===== config.mk =====
export PLATFORM = sky130hd
export DESIGN_NAME = fet_bypass_guard
export DESIGN_NICKNAME = d
export VERILOG_FILES = /design/src/rtl/fbg_pkg.sv /design/src/rtl/fbg_cur_mag.sv /design/src/rtl/fbg_need_src.sv /design/src/rtl/fbg_assist_leg.sv /design/src/rtl/fet_bypass_guard.sv
export SDC_FILE = /design/constraint.sdc
export NUM_CORES = 1
export LEC_CHECK = 0
export ABC_CLOCK_PERIOD_IN_PS = 3950
export BUFFER_PORTS_ARGS = -buffer_cell sky130_fd_sc_hd__buf_2
export CAP_MARGIN = 0
export CELL_PAD_IN_SITES_DETAIL_PLACEMENT = 0
export CELL_PAD_IN_SITES_GLOBAL_PLACEMENT = 2
export CORE_MARGIN = 5
export CORE_UTILIZATION = 30
export DETAILED_ROUTE_END_ITERATION = 6
export MAX_ROUTING_LAYER = met4
export PLACE_DENSITY = 0.87
export RECOVER_POWER = 100
export SLEW_MARGIN = 0
export SYNTH_ARGS = -nofsm -noshare
export SYNTH_HDL_FRONTEND = slang
export SYNTH_HIERARCHICAL = 1
export SYNTH_SLANG_ARGS = --single-unit

===== constraint.sdc =====
create_clock -name clk_i -period 3.95 [get_ports clk_i]
set_input_delay 0.79 -clock clk_i [delete_from_list [all_inputs] [get_ports clk_i]]
set_output_delay 0.79 -clock clk_i [all_outputs]
set_load 0.02 [all_outputs]

===== src/rtl/fbg_pkg.sv =====
package fbg_pkg;

   localparam int unsigned FET_N   = 2;
   localparam int unsigned CHG_IDX = 0;
   localparam int unsigned DSG_IDX = 1;

   typedef enum logic [1:0] {
      CC_FULL   = 2'd0,
      CC_SLOTS  = 2'd1,
      CC_LOWPWR = 2'd2,
      CC_OFF    = 2'd3
   } cc_mode_e;

endpackage


===== src/rtl/fbg_cur_mag.sv =====
// Magnitude of a signed current sample; variant chosen by SAT_ABS.
module fbg_cur_mag #(
   parameter int unsigned W       = 16,
   parameter bit          SAT_ABS = 1'b1
) (
   input  logic signed [W-1:0] val_i,
   output logic        [W-1:0] mag_o
);

   logic [W-1:0] neg;
   logic         is_min;

   assign neg    = -val_i;
   assign is_min = val_i[W-1] && (val_i[W-2:0] == '0);

   generate
      if (SAT_ABS) begin : g_sat
         // most negative code folds onto the largest positive code
         localparam logic [W-1:0] MAX_POS = {1'b0, {(W-1){1'b1}}};
         always_comb begin
            if (is_min)          mag_o = MAX_POS;
            else if (val_i[W-1]) mag_o = neg;
            else                 mag_o = val_i;
         end
      end else begin : g_exact
         // unsigned wrap of the negation is the exact magnitude
         always_comb begin
            mag_o = val_i[W-1] ? neg : val_i;
            if (is_min) mag_o = {1'b1, {(W-1){1'b0}}};
         end
      end
   endgenerate

endmodule


===== src/rtl/fbg_need_src.sv =====
// Selects the decision source and says when a decision is taken.
module fbg_need_src
   import fbg_pkg::*;
#(
   parameter int unsigned W = 16
) (
   input  logic [W-1:0] mag_i,
   input  logic [W-1:0] thr_i,
   input  logic         vld_i,
   input  logic         wake_i,
   input  logic [1:0]   mode_i,
   output logic         eval_o,
   output logic         over_o
);

   logic wake_sel;

   assign wake_sel = (cc_mode_e'(mode_i) == CC_OFF);

   always_comb begin
      if (wake_sel) begin
         eval_o = 1'b1;       // flag looked at every clock
         over_o = wake_i;
      end else begin
         eval_o = vld_i;      // only valid samples count
         over_o = (mag_i > thr_i);  // strictly greater
      end
   end

endmodule


===== src/rtl/fbg_assist_leg.sv =====
// One FET's bypass request with minimum-on hold.
module fbg_assist_leg #(
   parameter int unsigned HOLD_TICKS = 240
) (
   input  logic clk_i,
   input  logic rst_ni,
   input  logic eval_i,
   input  logic want_i,
   input  logic kill_i,
   input  logic tick_i,
   output logic assist_o
);

   localparam int unsigned CW = $clog2(HOLD_TICKS + 1);
   localparam logic [CW-1:0] HOLD_END = CW'(HOLD_TICKS);

   logic          act_q;
   logic [CW-1:0] cnt_q;
   logic          expired;

   assign expired  = (cnt_q == HOLD_END);
   assign assist_o = act_q;

   always_ff @(posedge clk_i) begin
      if (!rst_ni) begin
         act_q <= 1'b0;
         cnt_q <= '0;
      end else if (kill_i) begin
         act_q <= 1'b0;           // immediate release
         cnt_q <= '0;
      end else if (!act_q) begin
         if (eval_i && want_i) begin
            act_q <= 1'b1;
            cnt_q <= '0;
         end
      end else if (expired) begin
         if (eval_i && !want_i) act_q <= 1'b0;
      end else if (tick_i) begin
         cnt_q <= cnt_q + CW'(1);
      end
   end

endmodule


===== src/rtl/fet_bypass_guard.sv =====
module fet_bypass_guard
   import fbg_pkg::*;
#(
   parameter int unsigned CUR_W      = 16,
   parameter int unsigned HOLD_TICKS = 240,
   parameter bit          SAT_ABS    = 1'b1
) (
   input  logic              clk_i,
   input  logic              rst_ni,
   input  logic signed [CUR_W-1:0] cur_i,
   input  logic              cur_vld_i,
   input  logic [CUR_W-1:0]  thr_i,
   input  logic              wake_i,
   input  logic [1:0]        cc_mode_i,
   input  logic              series_en_i,
   input  logic              chg_cmd_i,
   input  logic              dsg_cmd_i,
   input  logic              chg_fault_off_i,
   input  logic              dsg_fault_off_i,
   input  logic              chg_man_off_i,
   input  logic              dsg_man_off_i,
   input  logic              tick_i,
   output logic              chg_assist_o,
   output logic              dsg_assist_o
);

   generate
      if (CUR_W < 2) begin : g_bad_width
         $error("fet_bypass_guard: CUR_W must be at least 2");
      end
      if (HOLD_TICKS < 1) begin : g_bad_hold
         $error("fet_bypass_guard: HOLD_TICKS must be at least 1");
      end
   endgenerate

   logic [CUR_W-1:0] mag;
   logic             eval;
   logic             over;
   logic [FET_N-1:0] fet_cmd;
   logic [FET_N-1:0] fet_kill;
   logic [FET_N-1:0] assist;

   fbg_cur_mag #(.W(CUR_W), .SAT_ABS(SAT_ABS)) u_mag (
      .val_i (cur_i),
      .mag_o (mag)
   );

   fbg_need_src #(.W(CUR_W)) u_src (
      .mag_i  (mag),
      .thr_i  (thr_i),
      .vld_i  (cur_vld_i),
      .wake_i (wake_i),
      .mode_i (cc_mode_i),
      .eval_o (eval),
      .over_o (over)
   );

   assign fet_cmd[CHG_IDX]  = chg_cmd_i;
   assign fet_cmd[DSG_IDX]  = dsg_cmd_i;
   assign fet_kill[CHG_IDX] = chg_fault_off_i | chg_man_off_i | ~series_en_i;
   assign fet_kill[DSG_IDX] = dsg_fault_off_i | dsg_man_off_i | ~series_en_i;

   generate
      for (genvar g = 0; g < FET_N; g++) begin : g_leg
         logic want;
         // exactly one FET commanded on, this one off
         assign want = series_en_i & fet_cmd[FET_N-1-g] & ~fet_cmd[g] & over;

         fbg_assist_leg #(.HOLD_TICKS(HOLD_TICKS)) u_leg (
            .clk_i    (clk_i),
            .rst_ni   (rst_ni),
            .eval_i   (eval),
            .want_i   (want),
            .kill_i   (fet_kill[g]),
            .tick_i   (tick_i),
            .assist_o (assist[g])
         );
      end
   endgenerate

   assign chg_assist_o = assist[CHG_IDX];
   assign dsg_assist_o = assist[DSG_IDX];

endmodule


; ---- Word level (Yosys, flattened, before mapping)
; Cells that the tools add are included.
[totals]
ff_bits = 18
latchBits = 0
ramBits = 0
romBits = 0
n_memories = 0
[op_classes]
addsub = 3
multipliers = 0
n_div = 0
order_cmp = 1
n_eq_ne = 7
n_shift = 0
muxes = 20
bitwise = 14
reduce_logical = 14
[op_table]
columns = op, count
row1 = $mux W8, 8
row2 = $mux W16, 2
row3 = $add A8 B1 Y8 const B, 2
row4 = $eq A8 B8 Y1 const B, 2
row5 = $gt A16 B16 Y1, 1
row6 = $neg A16 Y16, 1
row7 = $logic_not A15 Y1, 1
row8 = $mux W1, 10
row9 = $ne A2 B2 Y1 const B, 4
row10 = $and A1 B1 Y1, 6
row11 = $reduce_and A3 Y1, 2
row12 = $logic_and A1 B1 Y1, 5
row13 = $not A1 Y1, 4
row14 = $or A1 B1 Y1, 4
row15 = $reduce_bool A2 Y1, 2
row16 = $reduce_or A2 Y1, 2
row17 = $eq A2 B2 Y1 const B, 1
row18 = $logic_not A1 Y1, 2

; ---- Logic depth before layout (Yosys ltp)
; Gate-level depths: netlist of run 1.
[logic_depth]
word_depth = 11
depth_mapped = 17

; ---- Modules after synthesis
; The synthesis of run 1 kept the hierarchy.
[modules_own_cells]
columns = module, instances, cells_each, area_per_inst_um2, seq_area_each_um2
row1 = fbg_assist_leg, 2, 65, 524.3, 180.2
row2 = fbg_need_src, 1, 59, 434.2, 0.0
row3 = fbg_cur_mag, 1, 64, 416.6, 0.0
row4 = fet_bypass_guard, 1, 4, 38.8, 0.0

; ---- Worst setup path before layout of run 1
; Ideal clock, no wire load.
[synth_path]
path_type = input -> register
startpoint = input cur_i[3]
endpoint = register g_leg[0].u_leg.cnt_q[6]
setup_ns = 0.121
t_arrival_ns = 3.411
slack_ns = 0.418
path_stages = 13
path_cell_list = nor4_4 -> nand4_1 -> nor4b_1 -> ha_1 -> a221oi_1 -> o221a_2 -> o31ai_1 -> o31a_1 -> and4b_2 -> nand3b_4 -> nand2_1 -> a41oi_1 -> a21oi_1
[synth_via]
elab_chain_cells = 9
elab_cells_between_ends = 11
cone_classes = 1 x add/sub / 1 x order compare / 3 x mux / 1 x bitwise / 5 x reduce/logical
[synth_rtl]
columns = item, line
row1 = start: declaration, fet_bypass_guard.sv:10  ; input logic signed [CUR_W-1:0] cur_i,
row2 = $neg A16 Y16 or $logic_not A15 Y1 (tied branches), "fbg_cur_mag.sv:13, fbg_cur_mag.sv:14"
row3 = $mux W16 or $logic_and A1 B1 Y1 (tied branches), "fbg_cur_mag.sv:22, fbg_cur_mag.sv:14"
row4 = $mux W16 *, fbg_cur_mag.sv:21  ; if (is_min) mag_o = MAX_POS;
row5 = named net mag[15], fet_bypass_guard.sv:36  ; logic [CUR_W-1:0] mag;
row6 = $gt A16 B16 Y1 *, fbg_need_src.sv:26  ; over_o = (mag_i > thr_i);
row7 = $mux W1 *, fbg_need_src.sv:21  ; if (wake_sel) begin
row8 = named net over, fet_bypass_guard.sv:38  ; logic over;
row9 = $and A1 B1 Y1 *, fet_bypass_guard.sv:67  ; assign want = series_en_i & fet_cmd[FET_N-1-g] & ~fet_cmd[g] & over;
row10 = named net g_leg[0].want, fet_bypass_guard.sv:65  ; logic want;
row11 = $logic_and A1 B1 Y1 *, fbg_assist_leg.sv:32  ; if (eval_i && want_i) begin
row12 = $reduce_bool A2 Y1 (no source line) *, --
row13 = $reduce_and A3 Y1 (no source line) *, --
row14 = end signal: assignment, fbg_assist_leg.sv:39  ; cnt_q <= cnt_q + CW'(1);
row15 = end: declaration, fbg_assist_leg.sv:18  ; logic [CW-1:0] cnt_q;
; The timed path passes the listed nets; every way through them passes the cells marked *.
; A chain may end at the register's enable or synchronous reset.

; ---- Final worst setup path of run 1
[layout_path]
startpoint = input cur_i[2]
endpoint = register g_leg[0].u_leg.cnt_q[6]
; Same word-level chain as after synthesis.

==> summary.txt, run 1 <==
Status
  • Status: finished clean

Setup path
  • Crit path DAT: 3.84 ns
  • CP max stage cell: nor4_4
  • CP top delay family: simple AND/OR/NAND/NOR gates
  • Buf/Inv on CP: 1
  • CP Max Fanout: 7
  • Critical Path End Type: flop
  • Startpoint types: input pin
  • Critical path, cell by cell: buf_2 -> nor4_4 -> nand4_1 -> a221oi_1 -> a31oi_1 -> ha_1 -> nand4_1 -> nor4_2 -> a21boi_2 -> o31a_1 -> and4b_1 -> nand3b_4 -> and2_0 -> o21ai_0 -> a21oi_1
  • Worst Path Required: 4.09 ns
  • Top cell by count, worst path: nand4_1
  • Max incr delay on CP: 0.40 ns
  • Critical path class: input pin to flop

Synth
  • Synthesis Warnings: 6
  • Area share of and/or/nand/nor cells after synthesis: 33.2%
  • Syn nets: 324
  • Top post-synthesis cells by area: dfxtp_1 (19%), ha_1 (14%), a21oi_1 (7.0%)
  • Multiplexer area fraction after synthesis: 0%
  • Post-synth top area cell: dfxtp_1
  • Post-synthesis compound-gate area fraction: 23.8%
  • Synth cell types: 51
  • Sequential-to-total area share from yosys stat: 18.6%
  • Post-synth EDFFs: 0
  • XOR/XNOR Fraction of Synth Area: 4.07%
  • Synth Area in Adders: 13.6%
  • Syn Area/Cell: 7.54 um^2
  • Async S/R FF share, synth: 0%
  • Cell count after synthesis: 257
  • Main synth FF type: dfxtp_1
  • Synth top area share: 18.6%
  • Yosys reg bits: 18
  • Main combinational cell family by area after synthesis: simple AND/OR/NAND/NOR gates
  • Synth Cell Area: 1940 um^2

Power and ir drop
  • Peak VDD IR: 0.156 mV
  • Pleak: 1.01 nW
  • PD cells: 198 nW/um^2
  • Pwr Total: 0.463 mW

Floorplan
  • Total die area: 8170 um^2
  • Die width: 90.4 um
  • Die H: 90.4 um
  • Top Ports: 48
  • Core ar.: 6310 um^2
  • Initial cell density of the core: 30.7%
  • Std cell rows: 29

Final layout
  • # diodes: 0
  • Area growth syn-to-layout: 20.5%
  • Final net count: 377
  • Share of post-route cells with drive strength above 1: 22.7%

Global route
  • Total gr overflow: 0
  • First-pass GRT wire length: 8.20 mm
  • Initial antenna violation count: 0
  • Number of global-route vias before repair: 1,856
  • Global Route Usage Sum: 12.1%
  • Pin count of the biggest net entering global routing: 15

Clock tree
  • Clk slew on worst S/H paths: 0.07 ns
  • Root Buffer: clkbuf_8
  • # clock sinks: 18
  • CTS tree: yes
  • TritonCTS Buffers: 3
  • CTS Buffer Depth: 2
  • Clock Latency Late Sink: 0.25 ns
  • H-tree Lvls: 1

Routing
  • Routed wire length: 4.96 mm
  • Residual DRC count: 0
  • Initial DRC count: 94
  • First-pass DRT Iterations: 5
  • Total number of vias: 1,951
  • DRT antenna net count: 0
  • Wire per inst: 12.8 um
  • Via density: 5.05

Timing
  • Post-route minimum period: 3.70 ns
  • Max Clk Rate: 270 MHz
  • RSZ-0062 raised after global routing: no
  • Final Setup Violations: 0
  • Hold slack: 0.520 ns
  • Final slew viol count: 0
  • Final period util: 93.7%
  • Worst slew margin: 70.7%
  • Final hold violation count: 0
  • Least-Margin Pin Slew: 0.436 ns
  • Max Clock Skew: 0.00106 ns

Placed design
  • Port-buffer cells: 47
  • Placer Congestion: 0.849
  • HPWL Detailed: 4.22 mm

Job
  • MaxCap Viol Count: 0

Hold path
  • Hold Crit Class: flop to flop
-- metal layers --
layer | up-vias | part of all wire, % | global-route usage, %
met4 | 0 | 1.0 | 3.85
met1 | 848 | 51 | 15.6
met5 | - | 0 | -
li1 | 1061 | - | -
met3 | 4 | 2.8 | 1.67
met2 | 38 | 45 | 19.5
-- placed cells by master (no fill, tap or decap), types with 4 or more instances in the layout --
master    instances
ha_1             21
nand2_1          36
nand3_1          12
nor2_1           13
xnor2_1           5
buf_2            45
a221oi_1          5
a21oi_1          27
inv_1            28
nor2b_1           5
a31oi_1           8
buf_4             5
xor2_1            4
nand4_1          11
clkbuf_8          4
dfxtp_1          18
-- synth_stat cells, types with 2 or more instances --
master    number
nand2_1       36
inv_1         28
a21oi_1       27
ha_1          21
dfxtp_1       18
nor2_1        13
nand3_1       12
nand4_1       11
a31oi_1        8
a221oi_1       5
nor2b_1        5
xnor2_1        5
and2_1         4
xor2_1         4
a41oi_1        3
and4_1         3
nand2b_1       3
o21ai_0        3
a21o_2         2
a311oi_1       2
a41o_2         2
and3_1         2
and3_4         2
buf_2          2
nand3b_4       2
nor3_1         2
nor4_4         2
o211ai_1       2
o21ai_1        2
o21bai_1       2
o221a_1        2
or2b_1         2
or3b_1         2
-- layout make-up --
| cell class | count | area, um^2 |
|---|---|---|
| multi-input cells | 207 | 1450 |
| inverters | 28 | 105 |
| fillers | 677 | 3980 |
| flip-flops and latches | 18 | 360 |
| repair buffers | 52 | 270 |
| well taps | 77 | 96.3 |
| clock buffers | 4 | 55.1 |
-- worst min-delay path: stages, from the launching register on --
cell and delay [ns]:
dfxtp_1 0.35, nand2_1 0.07, a21oi_1 0.05
-- per-stage QoR --
| stage | TNS, ns | cells | area (um^2) | util [%] | setup WS, ns |
|---|---|---|---|---|---|
| 4_1_cts | 0 | 385 | 2330 | 36.9 | 0.197 |
| 3_3_place_gp | -0.112 | 381 | 2270 | 36.0 | -0.0613 |
| 6_report | 0 | 386 | 2340 | 37.0 | 0.251 |
| 3_5_place_dp | -0.0611 | 381 | 2270 | 36.0 | -0.0359 |
| 5_1_grt | 0 | 386 | 2340 | 37.0 | 0.0153 |
| 2_1_floorplan | 0 | 257 | 1940 | - | 0.418 |
-- what timing repair did --
action                                  in CTS  in global routing
setup buffers                                0                  1
hold buffers                                 0                  0
resized for setup                            0                  2
endpoints found under the setup margin       0                  2
-- logic make-up (layout without fill, tap and decap cells) --
family / Yosys count / count (layout)
flip-flops: 18 / 18
XOR/XNOR: 9 / 9
AO/OA/AOI/OAI: 68 / 68
buffers and inverters: 32 / 84
AND/OR/NAND/NOR: 109 / 109
adder cells (fa/ha/maj): 21 / 21
-- power by group --
group / leakage, nW / internal [mW] / switching (mW) / total, mW
Combinational: 0.835 / 0.0587 / 0.0700 / 0.129
Clock: 0.0288 / 0.0886 / 0.0646 / 0.153
Sequential: 0.145 / 0.181 / 0.0000980 / 0.181
Total: 1.01 / 0.329 / 0.135 / 0.463
-- worst paths after layout --
path / start / depth (start not counted) / to / slack, ns
worst max-delay path: cur_i[2] / 15 / g_leg[0].u_leg/cnt_q[6] / 0.25
worst min-delay path: g_leg[0].u_leg/cnt_q[2] / 2 / g_leg[0].u_leg/cnt_q[2] / 0.52
worst max register to register: g_leg[1].u_leg/cnt_q[0] / 5 / g_leg[1].u_leg/cnt_q[5] / 2.55
worst min register to register: g_leg[0].u_leg/cnt_q[2] / 2 / g_leg[0].u_leg/cnt_q[2] / 0.52
-- flip-flops by register name, indices dropped and copies added, names as in the netlist --
register              cells
g_leg.u_leg/assist_o      2
g_leg.u_leg/cnt_q        16
No activity file was read; power rests on OpenSTA's default activity.
==> run 2, diff against run 1 <==
--- a/config.mk
+++ b/config.mk
@@ -5,7 +5,7 @@
 export SDC_FILE = /design/constraint.sdc
 export NUM_CORES = 1
 export LEC_CHECK = 0
-export ABC_CLOCK_PERIOD_IN_PS = 3950
+export ABC_CLOCK_PERIOD_IN_PS = 4000
 export BUFFER_PORTS_ARGS = -buffer_cell sky130_fd_sc_hd__buf_2
 export CAP_MARGIN = 0
 export CELL_PAD_IN_SITES_DETAIL_PLACEMENT = 0
==> constraint.sdc (replaced) <==
create_clock -name clk_i -period 4 [get_ports clk_i]
set_input_delay 0.8 -clock clk_i [delete_from_list [all_inputs] [get_ports clk_i]]
set_output_delay 0.8 -clock clk_i [all_outputs]
set_load 0.02 [all_outputs]
==> run 2 against run 1 <==
First-iteration DRC count decreased by 35%. Non-clock buffer count unchanged. Critical path depth unchanged. Final cell count unchanged. Total power decreased by 0.61%. Clock skew about the same. Critical path type unchanged. Highest routed layer unchanged.
==> summary.txt, run 2 (same netlist as run 1, synthesis figures left out) <==
Hold path
  • HP Start: g_leg[0].u_leg/cnt_q[2]
  • Worst hold path cell count: 2
  • Hold Crit Class: flop to flop
  • Hold endpoint: g_leg[0].u_leg/cnt_q[2]

Setup path
  • Critical Path End Type: flop
  • R2R cell count: 5
  • Top cell by count, worst path: nand4_1
  • CP max stage cell: nor4_4
  • CP top delay family: simple AND/OR/NAND/NOR gates
  • Critical path, cell by cell: buf_2 -> nor4_4 -> nand4_1 -> a221oi_1 -> a31oi_1 -> ha_1 -> nand4_1 -> nor4_2 -> a21boi_2 -> o31a_1 -> and4b_1 -> nand3b_4 -> and2_0 -> o21ai_0 -> a21oi_1
  • Critical path class: input pin to flop
  • CP Depth: 15
  • R2r setup slk: 2.59 ns
  • Reg2reg start: g_leg[1].u_leg/cnt_q[0]
  • Buf/Inv on CP: 1
  • Crit path DAT: 3.82 ns
  • R2r endpoint: g_leg[1].u_leg/cnt_q[5]
  • CP Max Fanout: 7
  • Max incr delay on CP: 0.40 ns
  • Startpoint types: input pin
  • Worst Path Required: 4.15 ns

Job
  • MaxCap Viol Count: 0

Clock tree
  • H-tree Lvls: 1
  • TritonCTS Buffers: 3
  • CTS Buffer Depth: 2
  • Clk slew on worst S/H paths: 0.07 ns
  • Post CTS Setup Buffer Count: 0
  • Root Buffer: clkbuf_8
  • # clock sinks: 18
  • CTS tree: yes
  • Clock Latency Late Sink: 0.26 ns

Status
  • Status: finished clean

Final layout
  • Share of post-route cells with drive strength above 1: 23.0%
  • Final net count: 377
  • Multi-input gate area: 1460 um^2
  • Reg area: 360 um^2
  • Area growth syn-to-layout: 20.9%
  • Most common cell after layout, fill and taps aside: buf_2
  • Fill count: 685
  • Biggest register: g_leg.u_leg/cnt_q
  • Max reg flops: 16
  • Most frequent cells in the layout: buf_2 (45), nand2_1 (36), inv_1 (28)
  • # diodes: 0
  • Final Non-Filler Cells: 386

Timing
  • Max Clk Rate: 273 MHz
  • Final period util: 91.7%
  • Least-Margin Pin Slew: 0.405 ns
  • Worst slew margin: 73.0%
  • RSZ-0062 raised after global routing: no
  • Final slew viol count: 0
  • Final Setup Violations: 0
  • Final hold violation count: 0
  • Post-route minimum period: 3.67 ns
  • Hold slack: 0.521 ns
  • Total Neg Setup Slack: 0 ns
  • Max Clock Skew: 0.00106 ns

Floorplan
  • Initial cell density of the core: 30.7%
  • Std cell rows: 29
  • Die width: 90.4 um
  • Die H: 90.4 um
  • Total die area: 8170 um^2
  • Core ar.: 6310 um^2
  • Top Ports: 48

Global route
  • Pin count of the biggest net entering global routing: 15
  • First-pass GRT wire length: 8.80 mm
  • Initial antenna violation count: 0
  • Total gr overflow: 0
  • Global Route Usage Sum: 12.9%
  • Number of global-route vias before repair: 2,009

Power and ir drop
  • Switching share of power: 29.5%
  • Flop pwr share: 38.9%
  • Pint: 0.325 mW
  • Pleak: 1.01 nW
  • Psw: 0.136 mW
  • PD cells: 197 nW/um^2
  • Clock Power Share: 33.5%
  • Peak VDD IR: 0.115 mV
  • Gate power share: 27.6%

Routing
  • Initial DRC count: 61
  • First-pass DRT Iterations: 4
  • Total number of vias: 2,037
  • DRT antenna net count: 0
  • Routed wire length: 5.04 mm
  • Via density: 5.28
  • Residual DRC count: 0
  • Wire per inst: 13.0 um

Placed design
  • Placer Congestion: 0.847
  • HPWL Detailed: 4.29 mm
  • Port-buffer cells: 47
  • Inst Count DP: 382
## run 2: area by class of cell
type                    count  share of cell area (%)
clock buffers               4                    2.35
flip-flops and latches     18                    15.4
inverters                  28                    4.49
repair buffers             52                    11.5
well taps                  77                    4.11
multi-input cells         207                    62.1
## run 2: per-layer routing
layer	track usage [%]	vias to the layer above	share of wire, %
li1	-	1054	-
met1	16.8	922	49
met2	21.0	53	46
met3	1.25	8	3.4
met4	3.97	0	1.9
met5	-	-	0
## run 2: repair_timing
item,4_1_cts,5_1_grt
endpoints found under the setup margin,0,1
gates resized for setup,0,3
hold buffers,0,0
## run 2: worst max path at each step
| stage | from | end | slack, ns |
|---|---|---|---|
| finish | cur_i[3] | g_leg[0].u_leg/cnt_q[6] | 0.33 |
| detailed placement | cur_i[3] | g_leg[1].u_leg/cnt_q[6] | 0.001 |
| global route | cur_i[3] | g_leg[1].u_leg/cnt_q[6] | 0.01 |
| global placement | cur_i[3] | g_leg[1].u_leg/cnt_q[6] | -0.04 |
| floorplan | cur_i[3] | g_leg[0].u_leg/cnt_q[6] | 0.46 |
| CTS | cur_i[3] | g_leg[1].u_leg/cnt_q[6] | 0.26 |
## run 2: stage by stage
| step | instance area [um^2] | util (%) | power [mW] | setup slack [ns] |
|---|---|---|---|---|
| 2_1_floorplan | 1940 | - | 0.259 | 0.458 |
| 3_3_place_gp | 2280 | 36.1 | 0.310 | -0.0432 |
| 3_5_place_dp | 2280 | 36.1 | 0.311 | 0.00149 |
| 4_1_cts | 2340 | 37.0 | 0.467 | 0.259 |
| 5_1_grt | 2340 | 37.1 | 0.493 | 0.0143 |
| 6_report | 2340 | 37.1 | 0.460 | 0.333 |
## run 2: worst min-delay path: cells and delay by family, from the launching register on
family / cells / cell delay (ns)
AO/OA/AOI/OAI: 1 / 0.06
AND/OR/NAND/NOR: 1 / 0.07
flip-flops: 1 / 0.35
## run 2: power by group through the flow
| stage | Clock, mW | Sequential [mW] | Combinational [mW] |
|---|---|---|---|
| after floorplan | 0 | 0.183 | 0.0752 |
| after global routing | 0.167 | 0.179 | 0.147 |
| after detailed placement | 0 | 0.183 | 0.128 |
| final | 0.154 | 0.179 | 0.127 |
| after CTS | 0.159 | 0.179 | 0.129 |
| after global placement | 0 | 0.183 | 0.127 |
